## src/rtl/cas_ins_pkg.sv

```systemverilog
package cas_ins_pkg;
  localparam int unsigned FRAME_SLOTS = 32;
  localparam int unsigned SLOT_BITS   = 8;
  localparam int unsigned MF_FRAMES   = 16;
  localparam int unsigned FULL_SLOT_A = 0;
  localparam int unsigned FULL_SLOT_B = 16;
  localparam int unsigned SIG_BIT_LO  = 4;  // bit index 4 is bit 5
endpackage

```

## src/rtl/cas_frame_timer.sv

```systemverilog
module cas_frame_timer #(
  parameter int unsigned SLOTS  = 32,
  parameter int unsigned BITS   = 8,
  parameter int unsigned FRAMES = 16,
  localparam int unsigned PW = $clog2(SLOTS * BITS),
  localparam int unsigned FW = $clog2(FRAMES)
) (
  input  logic          clk_i,
  input  logic          rst_ni,
  input  logic          sync_i,
  output logic [PW-1:0] pos_o,
  output logic [FW-1:0] frame_o,
  output logic          frame_end_o,
  output logic          mf_last_o
);
  localparam logic [PW-1:0] POS_LAST   = PW'(SLOTS * BITS - 1);
  localparam logic [FW-1:0] FRAME_LAST = FW'(FRAMES - 1);

  logic [PW-1:0] pos_q;
  logic [FW-1:0] frame_q;

  assign pos_o       = sync_i ? '0 : pos_q;
  assign frame_o     = sync_i ? '0 : frame_q;
  assign frame_end_o = (pos_o == POS_LAST);
  assign mf_last_o   = (frame_o == FRAME_LAST);

  always_ff @(posedge clk_i or negedge rst_ni) begin
    if (!rst_ni) begin
      pos_q   <= '0;
      frame_q <= '0;
    end else begin
      pos_q <= frame_end_o ? '0 : pos_o + 1'b1;
      if (frame_end_o) frame_q <= mf_last_o ? '0 : frame_o + 1'b1;
      else             frame_q <= frame_o;
    end
  end
endmodule

```

## src/rtl/cas_slot_decode.sv

```systemverilog
module cas_slot_decode #(
  parameter int unsigned SLOTS  = 32,
  parameter int unsigned BITS   = 8,
  parameter int unsigned SLOT_A = 0,
  parameter int unsigned SLOT_B = 16,
  parameter int unsigned BIT_LO = 4,
  localparam int unsigned PW = $clog2(SLOTS * BITS),
  localparam int unsigned BW = $clog2(BITS)
) (
  input  logic [PW-1:0] pos_i,
  output logic          sig_pos_o
);
  logic [SLOTS-1:0] full_mask;

  for (genvar s = 0; s < SLOTS; s++) begin : g_mask
    assign full_mask[s] = (s == SLOT_A) || (s == SLOT_B);
  end

  logic [PW-BW-1:0] slot;
  logic [BW-1:0]    bitn;
  assign slot = pos_i[PW-1:BW];
  assign bitn = pos_i[BW-1:0];

  assign sig_pos_o = full_mask[slot] || (bitn >= BW'(BIT_LO));
endmodule

```

## src/rtl/cas_sig_store.sv

```systemverilog
module cas_sig_store #(
  parameter int unsigned DEPTH = 256,
  localparam int unsigned AW = $clog2(DEPTH)
) (
  input  logic             clk_i,
  input  logic             rst_ni,
  input  logic             wr_en_i,
  input  logic [AW-1:0]    wr_addr_i,
  input  logic             wr_bit_i,
  input  logic             xfer_i,
  input  logic [AW-1:0]    rd_addr_i,
  output logic             rd_bit_o,
  output logic             armed_o,
  output logic [DEPTH-1:0] shadow_o,
  output logic [DEPTH-1:0] active_o
);
  logic [DEPTH-1:0] shadow_q, shadow_nx, active_q;
  logic             armed_q;

  always_comb begin
    shadow_nx = shadow_q;
    if (wr_en_i) shadow_nx[wr_addr_i] = wr_bit_i;
  end

  // copy includes a write landing in the same cycle
  always_ff @(posedge clk_i or negedge rst_ni) begin
    if (!rst_ni) begin
      shadow_q <= '0;
      active_q <= '0;
      armed_q  <= 1'b0;
    end else begin
      shadow_q <= shadow_nx;
      if (xfer_i) begin
        active_q <= shadow_nx;
        armed_q  <= 1'b1;
      end
    end
  end

  assign rd_bit_o = active_q[rd_addr_i];
  assign armed_o  = armed_q;
  assign shadow_o = shadow_q;
  assign active_o = active_q;
endmodule

```

## src/rtl/cas_sig_inserter.sv

```systemverilog
module cas_sig_inserter
  import cas_ins_pkg::*;
#(
  parameter int unsigned SLOTS  = FRAME_SLOTS,
  parameter int unsigned BITS   = SLOT_BITS,
  parameter int unsigned FRAMES = MF_FRAMES,
  parameter int unsigned SLOT_A = FULL_SLOT_A,
  parameter int unsigned SLOT_B = FULL_SLOT_B,
  parameter int unsigned BIT_LO = SIG_BIT_LO
) (
  input  logic clk_i,
  input  logic rst_ni,
  input  logic sync_i,
  input  logic sig_i,
  input  logic data_i,
  input  logic crc4_mode_i,
  input  logic int_valid_i,
  input  logic int_data_i,
  output logic data_o
);
  localparam int unsigned DEPTH = SLOTS * BITS;
  localparam int unsigned PW    = $clog2(DEPTH);
  localparam int unsigned FW    = $clog2(FRAMES);

  logic [PW-1:0]    pos;
  logic [FW-1:0]    frame;
  logic             frame_end, mf_last, sig_pos, cap, xfer, act_bit, armed, mix_bit, data_q;
  logic [DEPTH-1:0] shadow, active;

  cas_frame_timer #(.SLOTS(SLOTS), .BITS(BITS), .FRAMES(FRAMES)) u_timer (
    .clk_i, .rst_ni, .sync_i,
    .pos_o(pos), .frame_o(frame), .frame_end_o(frame_end), .mf_last_o(mf_last)
  );

  cas_slot_decode #(
    .SLOTS(SLOTS), .BITS(BITS), .SLOT_A(SLOT_A), .SLOT_B(SLOT_B), .BIT_LO(BIT_LO)
  ) u_dec (.pos_i(pos), .sig_pos_o(sig_pos));

  // capture window: last frame of multiframe, or every frame
  assign cap  = crc4_mode_i ? mf_last : 1'b1;
  assign xfer = frame_end && cap;

  cas_sig_store #(.DEPTH(DEPTH)) u_store (
    .clk_i, .rst_ni,
    .wr_en_i(cap && sig_pos), .wr_addr_i(pos), .wr_bit_i(sig_i),
    .xfer_i(xfer), .rd_addr_i(pos), .rd_bit_o(act_bit), .armed_o(armed),
    .shadow_o(shadow), .active_o(active)
  );

  always_comb begin
    mix_bit = data_i;
    if (sig_pos) begin
      if (int_valid_i) mix_bit = int_data_i;
      else if (armed)  mix_bit = act_bit;
    end
  end

  always_ff @(posedge clk_i or negedge rst_ni) begin
    if (!rst_ni) data_q <= 1'b0;
    else         data_q <= mix_bit;
  end

  assign data_o = data_q;
endmodule

```

## config.mk

```make
export PLATFORM = sky130hd
export DESIGN_NAME = cas_sig_inserter
export DESIGN_NICKNAME = d
export VERILOG_FILES = /design/src/rtl/cas_ins_pkg.sv /design/src/rtl/cas_frame_timer.sv /design/src/rtl/cas_slot_decode.sv /design/src/rtl/cas_sig_store.sv /design/src/rtl/cas_sig_inserter.sv
export SDC_FILE = /design/constraint.sdc
export NUM_CORES = 1
export LEC_CHECK = 0
export ABC_AREA = 1
export ABC_CLOCK_PERIOD_IN_PS = 4600
export CORE_ASPECT_RATIO = 0.7
export CORE_MARGIN = 2
export CORE_UTILIZATION = 50
export CTS_CLUSTER_DIAMETER = 30
export DETAILED_ROUTE_END_ITERATION = 16
export DONT_BUFFER_PORTS = 1
export SYNTH_ARGS = -nofsm -noshare
export SYNTH_HDL_FRONTEND = slang
export SYNTH_SLANG_ARGS = --single-unit
export TNS_END_PERCENT = 1
```

## constraint.sdc

```tcl
create_clock -name clk_i -period 4.6 [get_ports clk_i]
set_input_delay 0.46 -clock clk_i [delete_from_list [all_inputs] [get_ports clk_i]]
set_output_delay 0.46 -clock clk_i [all_outputs]
set_load 0.01 [all_outputs]
```

== Yosys cells after proc, flatten, opt, wreduce, memory -nomap -nowiden ==
Memory sizes are Yosys's and may differ from the RTL's.
Cells that the tools add are included.
Storage, ports and cells
  register bits after elaboration: 526
  ROM bits: 32
  input port bits: 8
  output and inout bits: 1
  word-level logic and storage cells: 35
  memories: 1
Memory list
  (name not given): depth 32, width 1, read ports 1, clocked after Yosys merged registers in 0, wr ports 0, RTL line cas_slot_decode.sv:24  | assign sig_pos_o = full_mask[slot] || (bitn >= BW'(BIT_LO));
Operators by class
  $add $sub $neg: 2
  $lt $le $gt $ge: 4
  equal/unequal tests: 2
  mux-type cells: 16
  reductions and logical operators: 4
Operator list (count)
  $bwmux 256: 1
  $mux 256: 1
  $mux 8: 2
  $mux 4: 3
  $lt 8x9->1 const B: 1
  $add 8x1->8 const B: 1
  $bmux 1 s8: 1
  $demux 1 s8: 1
  $eq 8x8->1 const B: 1
  $ge 8x1->1 const B: 1
  $mux 1: 7
  $lt 5x6->1 const B: 1
  $add 4x1->4 const B: 1
  $eq 4x4->1 const B: 1
  $ge 3x3->1 const B: 1
  $logic_and 1x1->1: 3
  $logic_or 1x1->1: 1

== Logic depth before layout (Yosys ltp) ==
Gate-level depths: netlist (run 1).
  depth after elaboration: 7
  gate-level depth with buffers: 20

== Hierarchy ==
From an unflattened synthesis (run 1), not the netlist that was laid out.
Unflattened totals
  cell total of the unflattened synthesis: 3055
  area total of the unflattened synthesis: 24335.8 µm²
Modules (own cells, without submodules)
  cas_sig_store: instances 1, cells an instance 2939, area each 23450.0 µm²
  cas_frame_timer: instances 1, cells an instance 95, area each 778.2 µm²
  cas_sig_inserter: instances 1, cells an instance 16, area each 88.8 µm²
  cas_slot_decode: instances 1, cells an instance 5, area each 18.8 µm²

== Worst setup path after synthesis (run 1) ==
No wires, ideal clock.
  path type: input -> register
  start: in sync_i
  end: reg u_store.active_q[104] (netlist: u_store.active_o[104])
  arrival: 2.502 ns
  setup slack: 1.970 ns
  stages on the path: 11
  path through: buf_6 -> nor2_2 -> clkbuf_1 -> ha_1 -> inv_1 -> nor3_4 -> nand3_1 -> buf_2 -> buf_6 -> buf_6 -> mux2_1
Between the ends
  word-level cells in the longest chain between the ends: 7
  elaborated cells between the ends (all ways): 18
RTL lines
  start, declared: RTL line cas_sig_inserter.sv:13  | input logic sync_i,
  $mux 8: RTL line cas_frame_timer.sv:22  | assign pos_o = sync_i ? '0 : pos_q;
  $lt 8x9->1 (implied by the code) or $ge 8x1->1 (tied branches): RTL line cas_sig_store.sv:22  | if (wr_en_i) shadow_nx[wr_addr_i] = wr_bit_i;
  $logic_and 1x1->1 (implied by the code): RTL line cas_sig_store.sv:22
  $mux 1 (implied by the code): RTL line cas_sig_store.sv:22
  $demux 1 s8
  $bwmux 256: RTL line cas_sig_store.sv:22
  $mux 256: RTL line cas_sig_store.sv:22
  end signal, assigned: RTL line cas_sig_store.sv:34  | active_q <= shadow_nx;
  end, declared: RTL line cas_sig_store.sv:17  | logic [DEPTH-1:0] shadow_q, shadow_nx, active_q;
Parallel ways exist; a longest one is shown, timed or not. The select of a mux whose other input is x is not followed.
A chain may end at the register's enable or synchronous reset.

== Worst setup path in the final report (run 1) ==
  start: reg u_timer.frame_q[0]
  end: reg u_store.active_q[2] (netlist: u_store.active_o[2])
Between the ends
  word-level cells in the longest chain between the ends: 5
  elaborated cells between the ends (all ways): 6
RTL lines
  start, declared: RTL line cas_frame_timer.sv:20  | logic [FW-1:0] frame_q;
  start signal, assigned: RTL line cas_frame_timer.sv:33  | if (frame_end_o) frame_q <= mf_last_o ? '0 : frame_o + 1'b1;
  start signal, assigned: RTL line cas_frame_timer.sv:34  | else frame_q <= frame_o;
  $mux 4: RTL line cas_frame_timer.sv:23  | assign frame_o = sync_i ? '0 : frame_q;
  $eq 4x4->1: RTL line cas_frame_timer.sv:25  | assign mf_last_o = (frame_o == FRAME_LAST);
  $mux 1: RTL line cas_sig_inserter.sv:40  | assign cap = crc4_mode_i ? mf_last : 1'b1;
  $logic_and 1x1->1: RTL line cas_sig_inserter.sv:45  | .wr_en_i(cap && sig_pos), .wr_addr_i(pos), .wr_bit_i(sig_i),
  $mux 256: RTL line cas_sig_store.sv:22
  net u_store.shadow_nx[2]: RTL line cas_sig_store.sv:17
The timed path passes the listed nets, and every way through them passes these cells.

==> flow_summary.yaml, run 1 <==
run_status:
  status: "complete, but fails checks"
  violations: "hold timing, slew limit"
sta:
  skew_ns: 0.0209
  final-hold-violation-count: 455
  rsz0062_at_grt: "no"
  setup_viol: 0
  worst_hold_slack_ns: -0.449
  fmax_mhz: 308
  layout_min_cycle_time_ns: 3.25
  tightest_slew_ns: 2.03
  maxSlewViolCount: 290
  slew_headroom_pct: -35.1
  worst_slack_ns: 1.35
  post-route-period-util_pct: 70.7
  fin_setup_tns_ns: 0
die:
  die_h_um: 182
  ios: 9
  start_util_pct: 50.5
  num_rows: 65
  die-area_um2: 47200
  coreArea_um2: 45000
  fp.dieW_um: 259
pwr:
  finalPower_mw: 11.9
  ir_worst_vdd_mv: 0.280
  p_leak_nw: 13.4
  power_density_nw_per_um2: 461
layout:
  fin_nets: 2450
  final_cell_mix: "dfrtp_1, nand2_1, nor2_1, inv_1, a21oi_1"
  layout_commonest_cell: "dfrtp_1"
  regArea_um2: 13200
  drive_above_1_share_pct: 12.0
  syn_to_final_growth_pct: 14.0
  n_antenna_cell: 0
  multi_input_area_um2: 7350
  fill_cells: 3853
setup_path:
  crit_path_end_kind: "flip-flop"
  critPathKind: "reg -> reg"
  critPathLaunchType: "flip-flop"
  path_max_fanout: 12
  crit_required_ns: 5.09
  arrival_ns: 3.74
logic_synthesis:
  synth_top_flop_cell: "dfrtp_1"
  synthCells: 2549
  synth_area_um2: 22700
  synth_area_leaders: "dfrtp_1, nand2_1, nor2_1, inv_1, a21oi_1"
  ys_warn_count: 0
  ys_ff_latch: 526
  yosys.area.top_type_share_pct: 57.9
  synthArstFlopShare_pct: 100
  avgSynthCellArea_um2: 8.92
  synth-edff-count: 0
  yosysSeqAreaShare_pct: 57.9
  yosysTopAreaCell: "dfrtp_1"
  post_synth_num_cell_types: 33
  synthesis.nets: 2562
routing:
  drt_iter0_drc: 1241
  wl_per_cell_um: 17.2
  vias: 15700
  drt-pass1-iter-count: 5
  antenna_left: 0
  vias_per_cell: 5.04
  drt_wl_total_um: 53500
  route.detailed.drc: 0
global_routing:
  antenna_found_initial: 0
  grt_pass1_wl_um: 86300
  overflow: 0
  track_usage_pct: 23.5
  grt_pass1_vias: 15700
  grt_max_degree: 527
cts:
  post_cts_buffers: 0
  clock_latency_ns: 0.62
  numCtsBuffers: 90
  cts.path.max_buffers: 3
  cts_hold_buf: 4
  cts_num_sinks: 526
  path_clk_slew_ns: 0.05
  clockRootBuffer: "clkbuf_16"
  tritoncts: "built"
  cts_resized: 0
  htreeDepth: 3
place:
  pre_cts_ws_ns: 1.20
  gp_congestion: 0.891
  io_buffers: 0
  dp_hpwl_um: 30200
worst_hold_path:
  worstHoldPathType: "in -> async"
flow_run:
  maxCapViolations: 0
==> cells by family (layout without fill, tap and decap cells) <==
family                     count (synthesis)  after routing  share of synthesized area, %
muxes                                    118            118                          5.84
DFF                                      526            526                          57.9
xor gates and xnor gates                   6              6                         0.231
buffers and inverters                    555            521                          9.90
adders and majority gates                  5              5                         0.275
AOI/OAI and AO/OA                        376            376                          8.52
and+or+nand+nor                          963            963                          17.3
==> synth_stat cells, types with 4 or more instances <==
library cell and n:
buf_1 12, nor2_2 8, ha_1 5, o21ai_1 65
xor2_1 4, o21a_1 8, inv_2 9, mux2_2 64
buf_6 13, nor2_4 12, mux2_1 53, o21ai_0 91
inv_1 308, o22ai_1 6, dfrtp_1 526, nor3_4 5
a21oi_1 201, buf_2 55, nand3_1 81, nor3_1 11
clkbuf_1 156, nor2_1 364, nand2_1 478
==> worst max-delay path, stage by stage, from the launching register on <==
cell and delay, ns:
dfrtp_1 0.32, inv_1 0.04, nor2_1 0.20, ha_1 0.19
inv_1 0.05, nor3_1 0.23, inv_1 0.06, nand2_1 0.13
inv_1 0.10, nor2_4 0.17, inv_2 0.23, nor2_1 0.74
nand2_1 0.20, nor2_1 0.15, a21oi_1 0.07, mux2_1 0.28
==> power breakdown <==
| part | total (mW) | internal (mW) | switching, mW |
|---|---|---|---|
| sequential | 4.67 | 4.66 | 0.0116 |
| clock | 6.82 | 4.35 | 2.47 |
| combinational | 0.447 | 0.116 | 0.331 |
==> final timing paths <==
check | startpoint | endpoint | slack [ns] | cells past startpoint
setup reg to reg | u_timer.frame_q[0] | u_store.active_o[2] | 1.35 | 15
min in group clk_i | sig_i | u_store.shadow_o[220] | 0.03 | 2
max in group asynchronous | rst_ni | u_store.active_o[165] | 3.45 | 0
hold / removal | rst_ni | u_store.active_o[78] | -0.45 | 0
setup / recovery | u_timer.frame_q[0] | u_store.active_o[2] | 1.35 | 15
hold reg to reg | u_store.shadow_o[115] | u_store.shadow_o[115] | 0.37 | 0
==> registers in the layout (all words and copies together) (netlist names) <==
name / count
u_store.active_o: 256
u_store.shadow_o: 256
u_timer.pos_q: 8
u_timer.frame_q: 4
data_o: 1
u_store.armed_o: 1
==> area by class of cell <==
type,count,share of cell area (%)
Sequential cell,526,50.8
Clock inverter,63,2.69
Tap cell,603,2.91
Inverter,319,4.62
Timing Repair Buffer,32,1.11
Clock buffer,107,9.49
Multi-Input combinational cell,1468,28.4
==> through the flow <==
| step | util [%] | area [um2] | std cells |
|---|---|---|---|
| floorplan | - | 22700 | 2549 |
| global placement | 50.5 | 22700 | 2944 |
| detailed placement | 50.5 | 22700 | 2944 |
| CTS | 57.6 | 25900 | 3118 |
| global route | 57.6 | 25900 | 3118 |
| finish | 57.6 | 25900 | 3118 |
==> metal layers <==
layer / track usage [%] / wire length [um] / up-vias / share of wire, %
li1: - / - / 7644 / -
met4: 7.17 / 1220 / 0 / 2.3
met2: 33.8 / 22800 / 381 / 43
met1: 35.3 / 26200 / 7594 / 49
met5: 0 / 0 / - / 0
met3: 5.26 / 3310 / 94 / 6.2
No activity file was read; power rests on OpenSTA's default activity.
==> inputs of run 2 (changes only) <==
ABC_AREA = 0   (was 1)
ABC_CLOCK_PERIOD_IN_PS = 2900   (was 4600)
PLACE_DENSITY = 0.68   (was not set)
clock period = 2.9 ns   (was 4.6 ns; I/O delays follow)
==> run 2 against run 1 <==
Against the previous run:
- the run still ends with hold timing, slew limit left
- via count is 18% lower
- combinational power is 42% higher
- setup slack worse by 1.3 ns
- clock power is 36% higher
- wire length is 7.3% lower
- synthesized cell count is 33% lower
- sequential share of layout area is 0.53 points higher
- sequential cell count is 1 lower
- clock skew is 0.0076 ns lower
- synthesized area is 1.6% lower
- design area is 1.2% lower
- largest cell class unchanged
==> flow_summary.yaml, run 2 <==
run_status:
  status: "complete, but fails checks"
  violations: "hold timing, slew limit"
logic_synthesis:
  yosys.area.top_type_share_pct: 58.7
  post_synth_num_cell_types: 66
  synthesis.nets: 1724
  synth-edff-count: 0
  synthTopCellsByCount: "dfrtp_1, mux2_2, nand2_1, clkbuf_1, mux2_4"
  avgSynthCellArea_um2: 13.1
  yosys.area_share.simple_pct: 7.44
  synth_top_flop_cell: "dfrtp_1"
  synth_compound_area_share_pct: 5.00
  synth_area_leaders: "dfrtp_1, mux2_2, mux2_4, nand2_1, clkbuf_1"
  yosysMostFrequentCell: "dfrtp_1"
  yosysSeqAreaShare_pct: 58.7
  synthCells: 1711
  yosysTopAreaCell: "dfrtp_1"
  synth_area_um2: 22400
  synth_top_family_by_area: "multiplexers"
  synthXorXnorAreaFrac_pct: 0.274
  synth.area.mux_share_pct: 23.7
  ys_ff_latch: 525
  ys_warn_count: 0
  synthArstFlopShare_pct: 100
  synthAdderAreaFrac_pct: 0.280
setup_path:
  arrival_ns: 3.28
  crit_path_end_kind: "flip-flop"
  path_max_fanout: 27
  critPathKind: "reg -> reg"
  crit_start: "u_timer.pos_q[0]"
  crit_required_ns: 3.33
  critPathLaunchType: "flip-flop"
  r2r-start: "u_timer.pos_q[0]"
cts:
  clock_latency_ns: 0.58
  htreeDepth: 3
  numCtsBuffers: 73
  cts_num_sinks: 525
  path_clk_slew_ns: 0.05
  cts.path.max_buffers: 3
  clockRootBuffer: "clkbuf_16"
  tritoncts: "built"
  cts_hold_buf: 5
layout:
  n_antenna_cell: 0
  layout_commonest_cell: "dfrtp_1"
  final_area_um2: 25600
  largest_reg_flops: 256
  final_cell_mix: "dfrtp_1, mux2_2, nand2_1, clkbuf_16, mux2_4"
  syn_to_final_growth_pct: 14.4
  fin_nets: 1645
  drive_above_1_share_pct: 39.6
global_routing:
  antenna_found_initial: 1
  overflow: 0
  grt_pass1_wl_um: 79200
  grt_max_degree: 526
  grt_pass1_vias: 13500
  track_usage_pct: 21.8
pwr:
  seqPwrFrac_pct: 42.8
  finalPower_mw: 17.3
  ir_worst_vdd_mv: 0.485
  clkPwrFrac_pct: 53.5
  p_sw_mw: 3.83
  internal-power_mw: 13.5
  p_leak_nw: 12.5
  pwr-share-comb_pct: 3.7
  power_density_nw_per_um2: 675
  swShare_pct: 22.2
worst_hold_path:
  worstHoldPathType: "in -> async"
sta:
  setup_viol: 0
  maxSlewViolCount: 334
  layout_min_cycle_time_ns: 2.85
  slew_headroom_pct: -85.1
  final-hold-violation-count: 351
  skew_ns: 0.0134
  rsz0062_at_grt: "yes"
  fmax_mhz: 350
  tightest_slew_ns: 2.78
  post-route-period-util_pct: 98.4
  worst_hold_slack_ns: -0.546
place:
  gp_congestion: 0.850
  dp_hpwl_um: 28900
  io_buffers: 0
  place_area_um2: 22900
die:
  die-area_um2: 46500
  ios: 9
  die_h_um: 181
  coreArea_um2: 44000
  num_rows: 64
  fp.dieW_um: 257
  start_util_pct: 50.9
routing:
  vias: 12800
  drt_wl_total_um: 49600
  route.detailed.drc: 0
  drt-pass1-iter-count: 5
  drt_iter0_drc: 1043
  antenna_left: 0
  vias_per_cell: 5.62
  wl_per_cell_um: 21.7
flow_run:
  maxCapViolations: 0
==> run 2: changes by cell type in the layout (fill, tap and decap cells not counted), sizes merged, moves of 26 or more <==
cell | previous run | this run
inv | 337 | 17
o21ai | 156 | 36
nand3 | 81 | 16
buf | 28 | 74
nand2 | 479 | 200
mux2 | 117 | 423
a211oi | 0 | 37
nor2 | 386 | 22
a21oi | 201 | 17
mux2i | 1 | 27
==> run 2: worst paths after layout <==
kind	to	slack, ns	cells past startpoint
setup reg to reg	data_o	0.05	9
hold / removal	u_store.shadow_o[17]	-0.55	0
max in group asynchronous	u_timer.pos_q[2]	1.24	0
min in group clk_i	data_o	0.12	3
hold reg to reg	u_store.shadow_o[203]	0.37	0
setup / recovery	data_o	0.05	9
==> run 2: cell families (layout without fill, tap and decap cells) <==
family / Yosys count / in the layout
DFF: 525 / 525
muxes: 453 / 453
and+or+nand+nor: 321 / 321
buffers and inverters: 238 / 216
AOI/OAI and AO/OA: 162 / 162
xor gates and xnor gates: 7 / 7
adders and majority gates: 5 / 5
==> run 2: through the flow <==
stage | setup WS, ns | std cells | TNS, ns | utilization (%)
after floorplan | -0.0280 | 1711 | -0.803 | -
after global placement | -0.253 | 2143 | -0.253 | 52.1
after detailed placement | -0.220 | 2143 | -0.220 | 52.1
after CTS | 0.00203 | 2280 | 0 | 58.1
after global routing | -0.0259 | 2283 | -0.0259 | 58.2
final | 0.0464 | 2283 | 0 | 58.2
==> run 2: what timing repair did <==
item | in CTS | in global routing
resized for setup | 3 | 1
pin swaps | 0 | 3
setup endpoints to repair | 1 | 70
buffers inserted | 0 | 3
hold endpoints to repair | 672 | 525
==> run 2: power groups by stage <==
stage	Combinational (mW)	Clock [mW]	Sequential, mW
floorplan	0.383	0	7.51
global placement	0.576	0	7.52
detailed placement	0.584	0	7.52
CTS	0.630	9.41	7.39
global route	0.674	9.77	7.39
finish	0.634	9.26	7.40
==> run 2: metal layers <==
layer | global-route usage (%) | share of wire [%]
met5 | 0 | 0
met4 | 5.72 | 1.9
met3 | 4.57 | 5.4
met2 | 32.0 | 45
met1 | 33.1 | 48
==> run 2: critical path, stage by stage (launching register included) <==
cell and delay (ns):
dfrtp_4 0.51, nor2b_2 0.19, inv_2 0.11, buf_12 0.23
mux2i_1 0.23, a211oi_1 0.15, o41ai_2 0.46, nand3_1 0.15
a311oi_1 0.45, o311ai_1 0.20
==> run 2: area by class of cell <==
cell class,instances,area [um2]
fillers,3390,18400
flip-flops and latches,525,13100
multi-input cells,948,8260
clock buffers,87,2020
repair buffers,78,868
well taps,594,743
clock inverters,45,544
inverters,6,22.5
==> inputs of run 3 (changes only) <==
PLACE_DENSITY = 0.74   (was 0.68)
==> run 3 against run 2 <==
Against the previous run:
- the run still ends with hold timing, slew limit left
- setup slack lost 0.023 ns
- combinational power decreased by 1%
- total power is 0.47% lower
- utilization hardly changed
- wire length decreased by 0.10%
- hold slack worse by 0.0099 ns
- critical path type unchanged
- highest routed layer is now met5
==> flow_summary.yaml, run 3 (synthesis results as in run 2) <==
global_routing:
  overflow: 0
  track_usage_pct: 21.8
  antenna_found_initial: 2
  grt_max_degree: 526
  grt_pass1_wl_um: 79400
  grt_pass1_vias: 13700
setup_path:
  critPathLaunchType: "flip-flop"
  r2r-start: "u_timer.pos_q[5]"
  path_max_fanout: 59
  reg2reg_to: "u_store.active_o[180]"
  rrSetupSlack_ns: 0.02
  cp-endpoint: "u_store.active_o[180]"
  crit_path_end_kind: "flip-flop"
  crit_required_ns: 3.37
  reg2reg_depth: 7
  critPathKind: "reg -> reg"
  crit_start: "u_timer.pos_q[5]"
  arrival_ns: 3.35
cts:
  clockRootBuffer: "clkbuf_16"
  tritoncts: "built"
  cts.path.max_buffers: 3
  path_clk_slew_ns: 0.06
  clock_latency_ns: 0.59
  numCtsBuffers: 71
  htreeDepth: 3
  cts_num_sinks: 525
  cts_hold_buf: 4
sta:
  tightest_slew_ns: 1.61
  skew_ns: 0.0143
  worst_hold_slack_ns: -0.556
  rsz0062_at_grt: "no"
  setup_viol: 0
  post-route-period-util_pct: 99.2
  fmax_mhz: 348
  slew_headroom_pct: -7.39
  final-hold-violation-count: 525
  fin_setup_tns_ns: 0
  maxSlewViolCount: 178
  layout_min_cycle_time_ns: 2.88
routing:
  antenna_left: 0
  wl_per_cell_um: 21.8
  vias_per_cell: 5.67
  route.detailed.drc: 0
  vias: 12900
  drt_wl_total_um: 49500
  drt_iter0_drc: 1294
  drt-pass1-iter-count: 5
layout:
  layout_commonest_cell: "dfrtp_1"
  drive_above_1_share_pct: 39.5
  fin_nets: 1637
  syn_to_final_growth_pct: 14.3
  largest_reg_flops: 256
  final_cell_mix: "dfrtp_1, mux2_2, nand2_1, clkbuf_16, mux2_4"
  final_area_um2: 25600
pwr:
  p_leak_nw: 12.5
  finalPower_mw: 17.2
  ir_worst_vdd_mv: 0.451
  power_density_nw_per_um2: 673
die:
  fp.dieW_um: 257
  die_h_um: 181
  num_rows: 64
  coreArea_um2: 44000
  die-area_um2: 46500
  start_util_pct: 50.9
  ios: 9
flow_run:
  maxCapViolations: 0
place:
  place_area_um2: 22900
  dp_hpwl_um: 28600
  io_buffers: 0
  gp_congestion: 0.837
worst_hold_path:
  worstHoldPathType: "in -> async"
run_status:
  status: "complete, but fails checks"
  violations: "hold timing, slew limit"
-- run 3: changes by cell type in the layout (fill, tap and decap cells not counted), moves of 2 or more --
cell,delta
inv_8,+9
buf_4,-7
clkinvlp_4,-6
clkbuf_16,-3
clkinv_8,+3
buf_12,+2
clkbuf_1,-2
clkinv_2,-2
clkinv_4,+2
-- run 3: timing repair --
action | CTS | global route
pin swaps | 0 | 1
endpoints found under the hold margin | 669 | 525
setup buffers | 0 | 1
setup endpoints to repair | 1 | 32
resized for setup | 2 | 4
-- run 3: final cells by class --
cell class                 count  area (um2)
clock buffer                  81        1930
multi-input combinational    948        8270
antenna                        1        2.50
tap                          594         743
sequential                   525       13100
timing repair buffer          72         846
clock inverter                50         627
fill                        3300       18400
inverter                       6        22.5
-- run 3: how the worst min path moves through the flow --
stage | start | endpoint | slack (ns) | cells after the start
floorplan | rst_ni | data_o | -0.006 | 0
global placement | rst_ni | u_store.shadow_o[9] | 0.04 | 0
detailed placement | rst_ni | u_store.active_o[9] | 0.04 | 0
CTS | rst_ni | u_store.active_o[31] | -0.58 | 0
global route | rst_ni | u_store.shadow_o[116] | -0.60 | 0
finish | rst_ni | u_store.active_o[8] | -0.56 | 0
-- run 3: metrics by stage --
step / worst slack [ns] / utilization [%] / cells / hold WS (ns)
2_1_floorplan: -0.0280 / - / 1711 / -0.00559
4_1_cts: 0.0173 / 58.1 / 2275 / -0.581
3_3_place_gp: -0.0815 / 52.1 / 2140 / 0.0397
5_1_grt: 0.0286 / 58.2 / 2276 / -0.595
3_5_place_dp: -0.100 / 52.1 / 2140 / 0.0354
6_report: 0.0230 / 58.2 / 2277 / -0.556
-- run 3: critical path, cell delays in order, from the launching register on --
cell	delay (ns)
dfrtp_1	0.37
buf_4	0.24
nor2b_1	0.48
and2_1	0.30
nand2_1	0.17
a211oi_4	0.39
buf_12	0.33
mux2_2	0.39
-- run 3: per-layer routing --
metal / vias up / part of all wire (%) / global-route usage (%)
li1: 5719 / - / -
met4: 2 / 2.2 / 6.65
met2: 371 / 44 / 32.0
met3: 90 / 6.1 / 5.16
met1: 6739 / 48 / 32.3
met5: - / 0.020 / 0
-- run 3: where the power goes --
part           internal (mW)  switching (mW)  total [mW]
Clock                   5.65            3.54        9.20
Sequential              7.37          0.0161        7.38
Combinational          0.226           0.402       0.627
